$ cat src/rtl/avd_pkg.sv
package avd_pkg;
  localparam int AVD_W = 32;

  // signed window test on a 32-bit delta
  function automatic logic avd_in_window(input logic [AVD_W-1:0] d, input longint maxv);
    longint s;
    s = longint'($signed(d));
    return (s >= -maxv) && (s <= maxv);
  endfunction
endpackage

$ cat src/rtl/avd_delta_filter.sv
module avd_delta_filter
  import avd_pkg::*;
#(
  parameter longint MAX_AVD = 65536
) (
  input  logic [AVD_W-1:0] addr,
  input  logic [AVD_W-1:0] data,
  output logic [AVD_W-1:0] delta,
  output logic             keep
);
  always_comb begin
    delta = addr - data;
    keep  = avd_in_window(delta, MAX_AVD);
  end
endmodule

$ cat src/rtl/avd_set.sv
module avd_set
  import avd_pkg::*;
#(
  parameter int PC_W    = 32,
  parameter int WAYS    = 4,
  parameter int CONF_W  = 2,
  parameter int CONF_TH = 2
) (
  input  logic             clk,
  input  logic             rst,
  input  logic             upd_en,
  input  logic [PC_W-1:0]  upd_pc,
  input  logic [AVD_W-1:0] upd_delta,
  input  logic [PC_W-1:0]  lk_pc,
  output logic             lk_ok,
  output logic [AVD_W-1:0] lk_delta
);
  localparam int AGE_W = (WAYS > 1) ? $clog2(WAYS) : 1;
  localparam logic [AGE_W-1:0]  OLDEST   = AGE_W'(WAYS - 1);
  localparam logic [CONF_W-1:0] CONF_MAX = '1;
  localparam logic [CONF_W-1:0] CONF_REQ = CONF_W'(CONF_TH);

  logic [WAYS-1:0]   vld;
  logic [PC_W-1:0]   tag  [WAYS];
  logic [AVD_W-1:0]  dlt  [WAYS];
  logic [CONF_W-1:0] conf [WAYS];
  logic [AGE_W-1:0]  age  [WAYS];

  logic [WAYS-1:0]  u_hit, l_hit, oldest, tgt;
  logic [AGE_W-1:0] tgt_age;

  always_comb begin
    tgt_age  = '0;
    lk_ok    = 1'b0;
    lk_delta = '0;
    for (int w = 0; w < WAYS; w++) begin
      u_hit[w]  = vld[w] && (tag[w] == upd_pc);
      l_hit[w]  = vld[w] && (tag[w] == lk_pc);
      oldest[w] = (age[w] == OLDEST);
    end
    tgt = (u_hit != '0) ? u_hit : oldest;
    for (int w = 0; w < WAYS; w++) begin
      if (tgt[w]) tgt_age = tgt_age | age[w];
      if (l_hit[w]) begin
        lk_ok    = lk_ok | (conf[w] >= CONF_REQ);
        lk_delta = lk_delta | dlt[w];
      end
    end
  end

  always_ff @(posedge clk) begin
    if (rst) begin
      for (int w = 0; w < WAYS; w++) begin
        vld[w]  <= 1'b0;
        tag[w]  <= '0;
        dlt[w]  <= '0;
        conf[w] <= '0;
        age[w]  <= AGE_W'(w);
      end
    end else if (upd_en) begin
      for (int w = 0; w < WAYS; w++) begin
        if (tgt[w]) begin
          vld[w] <= 1'b1;
          tag[w] <= upd_pc;
          age[w] <= '0;
          if (u_hit[w] && (dlt[w] == upd_delta)) begin
            if (conf[w] != CONF_MAX) conf[w] <= conf[w] + 1'b1;
          end else begin
            dlt[w]  <= upd_delta;
            conf[w] <= '0;
          end
        end else if (age[w] < tgt_age) begin
          age[w] <= age[w] + 1'b1;
        end
      end
    end
  end

  // a PC lives in at most one way of its set
  a_r9_single_match: assert property (@(posedge clk) disable iff (rst) $onehot0(l_hit));
  // replacement ages stay a permutation, so exactly one victim exists
  a_r9_one_victim: assert property (@(posedge clk) disable iff (rst) $onehot(oldest));
endmodule

$ cat src/rtl/avd_predictor.sv
module avd_predictor
  import avd_pkg::*;
#(
  parameter int     PC_W    = 32,
  parameter int     SETS    = 4,
  parameter int     WAYS    = 4,
  parameter int     CONF_W  = 2,
  parameter int     CONF_TH = 2,
  parameter longint MAX_AVD = 65536
) (
  input  logic             clk,
  input  logic             rst,
  input  logic             upd_valid,
  input  logic [PC_W-1:0]  upd_pc,
  input  logic [AVD_W-1:0] upd_addr,
  input  logic [AVD_W-1:0] upd_data,
  input  logic             lkp_valid,
  input  logic [PC_W-1:0]  lkp_pc,
  input  logic [AVD_W-1:0] lkp_addr,
  output logic             pred_valid,
  output logic [AVD_W-1:0] pred_value
);
  localparam int SET_W = $clog2(SETS);

  logic [AVD_W-1:0] upd_delta;
  logic             upd_keep;
  logic [SET_W-1:0] u_idx, l_idx;
  logic [SETS-1:0]  s_ok;
  logic [AVD_W-1:0] s_dlt [SETS];
  logic             hit_ok;

  avd_delta_filter #(.MAX_AVD(MAX_AVD)) u_filter (
    .addr(upd_addr), .data(upd_data), .delta(upd_delta), .keep(upd_keep)
  );

  assign u_idx  = upd_pc[SET_W-1:0];
  assign l_idx  = lkp_pc[SET_W-1:0];
  assign hit_ok = lkp_valid && s_ok[l_idx];

  for (genvar s = 0; s < SETS; s++) begin : g_set
    avd_set #(.PC_W(PC_W), .WAYS(WAYS), .CONF_W(CONF_W), .CONF_TH(CONF_TH)) u_set (
      .clk(clk), .rst(rst),
      .upd_en(upd_valid && upd_keep && (u_idx == SET_W'(s))),
      .upd_pc(upd_pc), .upd_delta(upd_delta),
      .lk_pc(lkp_pc), .lk_ok(s_ok[s]), .lk_delta(s_dlt[s])
    );
  end

  always_ff @(posedge clk) begin
    if (rst) begin
      pred_valid <= 1'b0;
      pred_value <= '0;
    end else begin
      pred_valid <= hit_ok;
      pred_value <= hit_ok ? (lkp_addr - s_dlt[l_idx]) : '0;
    end
  end

  // first cycle out of reset carries no prediction
  a_r1_reset_quiet: assert property (@(posedge clk) disable iff (rst) $past(rst) |-> !pred_valid);
  // no request, no answer
  a_r7_no_req: assert property (@(posedge clk) disable iff (rst) !$past(lkp_valid) |-> !pred_valid);
  // every prediction implies a delta inside the window
  a_r3_window: assert property (@(posedge clk) disable iff (rst)
    pred_valid |-> avd_in_window($past(lkp_addr) - pred_value, MAX_AVD));
  // an invalid answer carries a zero value
  a_r10_zero: assert property (@(posedge clk) disable iff (rst) !pred_valid |-> pred_value == '0);
endmodule

$ cat config.mk
export PLATFORM = sky130hd
export DESIGN_NAME = avd_predictor
export DESIGN_NICKNAME = d
export VERILOG_FILES = /design/src/rtl/avd_pkg.sv /design/src/rtl/avd_delta_filter.sv /design/src/rtl/avd_set.sv /design/src/rtl/avd_predictor.sv
export SDC_FILE = /design/constraint.sdc
export NUM_CORES = 2
export LEC_CHECK = 0
export ABC_CLOCK_PERIOD_IN_PS = 14700
export BUFFER_PORTS_ARGS = -buffer_cell sky130_fd_sc_hd__buf_2
export CORE_ASPECT_RATIO = 0.6
export CORE_MARGIN = 4
export CORE_UTILIZATION = 60
export CTS_CLUSTER_SIZE = 16
export DETAILED_ROUTE_END_ITERATION = 8
export MAX_ROUTING_LAYER = met4
export PLACE_DENSITY = 0.77
export REMOVE_ABC_BUFFERS = 1
export SETUP_SLACK_MARGIN = 0.2
export SLEW_MARGIN = 10
export SYNTH_ARGS = -nofsm -noshare
export SYNTH_HDL_FRONTEND = slang
export SYNTH_SLANG_ARGS = --single-unit
export TNS_END_PERCENT = 10
$ cat constraint.sdc
create_clock -name clk -period 14.7 [get_ports clk]
set_clock_uncertainty 0.15 [all_clocks]
set_input_delay 2.94 -clock clk [delete_from_list [all_inputs] [get_ports clk]]
set_output_delay 2.94 -clock clk [all_outputs]
set_load 0.01 [all_outputs]
---- Word-level counts from Yosys, hierarchy flattened ----
Memory sizes are Yosys's and may differ from the RTL's.
Cells that the tools add are included.
word-level totals
  bits in writable memories ............... 1,088
  output and inout bits ................... 33
  input port bits ......................... 164
  register bits ........................... 49
  memories ................................ 16
memories
  memory              words  width  read ports  clocked after memory_dff  wr ports  RTL line       RTL
  g_set[0].u_set.dlt  4      32     4           0                         4         avd_set.sv:25  logic [AVD_W-1:0] dlt [WAYS];
  g_set[0].u_set.tag  4      32     4           0                         4         avd_set.sv:24  logic [PC_W-1:0] tag [WAYS];
  g_set[1].u_set.dlt  4      32     4           0                         4         avd_set.sv:25
  g_set[1].u_set.tag  4      32     4           0                         4         avd_set.sv:24
  g_set[2].u_set.dlt  4      32     4           0                         4         avd_set.sv:25
  g_set[2].u_set.tag  4      32     4           0                         4         avd_set.sv:24
  10 more memories    -      -      -           -                         -         -
operators by class
  add/subtract/negate cells ............... 34
  bitwise logic cells ..................... 134
  reduce and logical (&&, ||, !) cells .... 77
  eq/ne operators ......................... 83
  order comparisons ....................... 36
  multiplexer cells ....................... 475
operators by type and width
  cell                    number
  $mux W32                50
  $eq A32 B32 Y1          48
  $or A32 B32 Y32         12
  $mux W1                 339
  $mux W2                 80
  $or A1 B1 Y1            108
  $add A2 B1 Y2 const B   32
  $bmux W32 S2            1
  $sub A32 B32 Y32        2
  $logic_and A1 B1 Y1     55
  $eq A2 B2 Y1 const B    18
  $ge A2 B2 Y1 const B    16
  $ge A32 B17 Y1 const B  1
  $le A32 B18 Y1 const B  1
  $lt A2 B2 Y1            16
  $ne A2 B2 Y1 const B    16
  $reduce_and A2 Y1       16
  $or A2 B2 Y2            12
  $mux W4                 4
  $reduce_bool A4 Y1      4
  $ge A3 B3 Y1 const B    1
  $lt A2 B3 Y1 const B    1
  $not A2 Y3              1
  $bmux W1 S2             1
  4 further kinds         4

---- Longest topological paths before layout ----
  depth in word-level cells ............... 18
  depth in mapped cells ................... 28
  gate-level depth less buffers ........... 24

---- Modules after synthesis ----
From an unflattened synthesis, not the netlist that was laid out.
unflattened totals
  cell total of the unflattened synthesis .. 6,557
  area, all modules ....................... 71,633.7 um2
modules (own cells, without submodules)
  module                    cells an instance  sequential area each (um2)  times used  area each (um2)
  avd_set (g_set[3].u_set)  1,469              8,247.9                     1           16,575.9
  avd_set (g_set[0].u_set)  1,504              8,247.9                     1           16,554.6
  avd_set (g_set[1].u_set)  1,446              8,247.9                     1           16,507.1
  avd_set (g_set[2].u_set)  1,429              8,247.9                     1           16,359.4
  avd_predictor             402                660.6                       1           3,584.7
  avd_delta_filter          307                0.0                         1           2,052.0

---- Worst setup path before layout ----
No wires, ideal clock.
  path kind ............................... in2reg
  start point ............................. input upd_addr[0]
  end point ............................... memory g_set[3].u_set.dlt[8][0], in the netlist g_set[3].u_set.dlt[2][0] (enable)
  data arrival time ....................... 9.368 ns
  data required time ...................... 14.080 ns
  setup slack ............................. 4.713 ns
  stages .................................. 19
  library setup time ...................... 0.470 ns
  path through ............................ inv_1 -> ha_1 -> fa_1 -> nand2b_1 -> a21o_1 -> buf_2 -> a211o_1 -> o211a_4 -> a2111oi_4 -> o21ai_1 -> o21a_1 -> buf_2 -> xnor2_1 -> buf_2 -> or4_4 -> buf_4 -> buf_2 -> a21o_1 -> o31ai_1
RTL lines
  item                RTL line             RTL
  start: declaration  avd_predictor.sv:15  input logic [AVD_W-1:0] upd_addr,
  end: declaration    avd_set.sv:25

==> impl_metrics.ini <==
[outcome]
outcome = finished, final reports clean

[cts]
max-clock-path-buffers = 3
tritoncts_clock_tree = built
ctsResizeCount = 0
clkSlewWorstSetupHoldPaths_ps = 70
number_of_buffers_inserted_by_post_cts_setup_repair = 0
numClockSinks = 1137
cts_hold_buf = 0
cts.root.buffer_cell = sky130_fd_sc_hd__clkbuf_16
htree_num_levels = 3
cts_buffers = 109
clk_latency_ps = 790

[worst_setup_path]
timing.critical_path.arrival_ps = 11070
required_ps = 15030
cp_common_cell = sky130_fd_sc_hd__nand4_1
worstSetupPathType = input pin to flop
slowest_stage = sky130_fd_sc_hd__ha_1
timing.critical_path.from_type = input pin
crit_chain = buf_2 -> ha_1 -> a21oi_1 -> o221ai_1 -> a21oi_1 -> a2111oi_0 -> nand4_1 -> nor4_1 -> nand4_1 -> or4_1 -> nor4_1 -> nand4_1 -> nand3b_1 -> buf_4 -> nor2_1
timing.critical_path.slowest_cell_delay_ps = 930
timing.critical_path.buf_inv = 2
crit_path_max_fanout = 32
critPathCaptureType = flop
critical-path-top-delay-family = simple AND/OR/NAND/NOR gates

[worst_hold_path]
worst_hold_path_type = flop to flop

[power]
peakVddDrop_uv = 106
cellLeakagePower_nw = 30.0
power_density_nw_per_um2 = 109

[place]
io_buffers = 196
dpl_cells = 8299
total_half_perimeter_wirelength_after_legalization_and_detailed_placement_mm = 233
gp_routability_congestion = 1.16
dp_slack_ps = 3750

[finish]
final_cell_utilization_of_the_core_pct = 66.8
number_of_standard_cells_in_the_final_layout_excluding_fillers = 8559
syn2layout_area_growth_pct = 10.2
fillCellCount = 9129
layout-drive-gt1-share_pct = 11.7
fin_nets = 7106

[floorplanning]
start_util_pct = 60.7
die_area_um2 = 127000
die_w_um = 457
coreArea_um2 = 120000
ios = 197
die_height_um = 277
rows = 98

[logic_synthesis]
synth.avg_cell_area_um2 = 10.7
synth-edff-count = 1088
synthMostInstantiatedCell = sky130_fd_sc_hd__edfxtp_1
yosys.cell_types.count = 101
top_cells_by_instance_count_after_synthesis = sky130_fd_sc_hd__edfxtp_1, sky130_fd_sc_hd__xor2_1, sky130_fd_sc_hd__nor2_1
yosys_register_bits = 1137
synth_cells = 6747
postSynth.topFlopCell = sky130_fd_sc_hd__edfxtp_1
yosysWarningCount = 0
asyncSetResetFlopFracSynth_pct = 0
synth_top_area_cell = sky130_fd_sc_hd__edfxtp_1
synth_sequential_area_ratio_pct = 46.4
syn_area_um2 = 72500
synth_top_area_share_pct = 45.1
post_synth_main_area_contributors = sky130_fd_sc_hd__edfxtp_1, sky130_fd_sc_hd__xor2_1, sky130_fd_sc_hd__xnor2_1

[detailed_routing]
first_iter_violations = 12792
post-route-drc-count = 0
routed_wl_mm = 327
route.antenna.remaining_nets = 0
route.detailed.vias_per_inst = 7.26
drt_pre_antenna_iters = 7
routed-via-count = 62102
wire_per_inst_um = 38.2

[global_routing]
grt_antenna_before_repair = 33
grt_start_max_net_pins = 134
grt.met2_usage_pct = 58.1
grt_util_met1_pct = 72.1
first_pass_grt_wire_length_mm = 447
grt.busiest_layer = met1
grt_pass1_vias = 56036
global_route.usage.total_pct = 51.7
gr-usage-met3_pct = 34.3
gr-total-overflow = 0

[timing]
final_worst_setup_slack_ps = 3960
timing_max_transition_violations_final = 0
grt_setup_unrepaired = no
finalCriticalPeriod_ps = 10740
worst_pin_slew_ps = 1460
finalHoldViolCount = 0
totalNegativeSetupSlack_ps = 0
finalSetupViolCount = 0
hold_ws_ps = 328
maxSlewHeadroom_pct = 2.77
final.period_utilization_pct = 73.0
timing.fmax_mhz = 93.1

[flow_run]
maxCapViolCount = 0
-- sequential cells by signal (all words and copies together) (netlist names) --
signal            cells
g_set.u_set.conf     32
g_set.u_set.vld      16
g_set.u_set.tag     512
pred_value           32
pred_valid            1
g_set.u_set.age      32
g_set.u_set.dlt     512
-- metrics by stage --
| stage | instance area [um2] | total power, mW |
|---|---|---|
| 3_5_place_dp | 76000 | 5.59 |
| 5_1_grt | 79900 | 8.87 |
| 2_1_floorplan | 70500 | 4.75 |
| 3_3_place_gp | 76000 | 5.58 |
| 4_1_cts | 79700 | 8.56 |
| 6_report | 79900 | 8.75 |
-- power breakdown --
group	internal, mW	leakage, nW	switching (mW)	total (mW)
registers	3.65	11.5	0.122	3.77
clock network	1.66	1.81	1.41	3.06
logic	0.573	16.7	1.34	1.91
total	5.88	30.0	2.87	8.75
-- layout by cell type, fill, tap and decap left out, types with 23 or more instances in the layout --
cell and n:
sky130_fd_sc_hd__o2111ai_1 23, sky130_fd_sc_hd__edfxtp_1 1088, sky130_fd_sc_hd__nor2b_1 25, sky130_fd_sc_hd__a21oi_1 125
sky130_fd_sc_hd__xnor2_1 649, sky130_fd_sc_hd__or2_2 26, sky130_fd_sc_hd__ha_1 127, sky130_fd_sc_hd__and2_1 514
sky130_fd_sc_hd__diode_2 51, sky130_fd_sc_hd__nand2b_1 44, sky130_fd_sc_hd__nor3b_1 28, sky130_fd_sc_hd__a22o_1 126
sky130_fd_sc_hd__mux4_2 31, sky130_fd_sc_hd__nand4_1 188, sky130_fd_sc_hd__xnor3_1 60, sky130_fd_sc_hd__nor4b_1 25
sky130_fd_sc_hd__buf_2 194, sky130_fd_sc_hd__inv_1 120, sky130_fd_sc_hd__o211ai_1 32, sky130_fd_sc_hd__a211oi_1 25
sky130_fd_sc_hd__nand2_1 180, sky130_fd_sc_hd__clkbuf_16 109, sky130_fd_sc_hd__nor2_1 714, sky130_fd_sc_hd__buf_4 266
sky130_fd_sc_hd__a22oi_1 23, sky130_fd_sc_hd__a21o_1 63, sky130_fd_sc_hd__dfxtp_1 49, sky130_fd_sc_hd__a221oi_1 124
sky130_fd_sc_hd__nand3_1 105, sky130_fd_sc_hd__a2111oi_0 27, sky130_fd_sc_hd__xor2_1 805, sky130_fd_sc_hd__nor3_1 101
sky130_fd_sc_hd__nor4_1 219, sky130_fd_sc_hd__mux2i_1 26, sky130_fd_sc_hd__o21ai_0 128
-- path summary, 6_finish.rpt --
path	start	cells after the start	end	slack, ps
setup / recovery	upd_addr[22]	15	g_set[0].u_set.dlt[2][0]	3960
hold / removal	g_set[3].u_set.vld[3]	1	g_set[3].u_set.vld[3]	330
setup reg to reg	g_set[1].u_set.tag[3][22]	21	pred_value[31]	6740
hold reg to reg	g_set[3].u_set.vld[3]	1	g_set[3].u_set.vld[3]	330
-- routing by layer --
metal	routed length, um	up-vias
met4	14000	0
met5	0	-
met1	124000	30069
li1	-	24452
met2	112000	6615
met3	76400	966
-- cell families after synthesis --
| kind of cell | after synthesis | synth area share (%) |
|---|---|---|
| compound gates | 930 | 9.92 |
| xor+xnor | 1537 | 19.8 |
| fa+ha+maj | 130 | 2.26 |
| buf+inv | 648 | 3.47 |
| flops | 1137 | 46.4 |
| mux | 60 | 1.37 |
| other cells | 1 | 0.00517 |
| simple gates | 2304 | 16.7 |
-- final cells by class --
cell class | instances | area [um2] | area share (%)
Timing Repair Buffer | 464 | 3020 | 3.78
Antenna cell | 51 | 128 | 0.160
Clock buffer | 133 | 2880 | 3.60
Tap cell | 1600 | 2000 | 2.51
Clock inverter | 74 | 857 | 1.07
Multi-Input combinational cell | 4977 | 36900 | 46.2
Sequential cell | 1137 | 33700 | 42.1
Inverter | 123 | 462 | 0.578
Power figures use the tool's default switching activity.
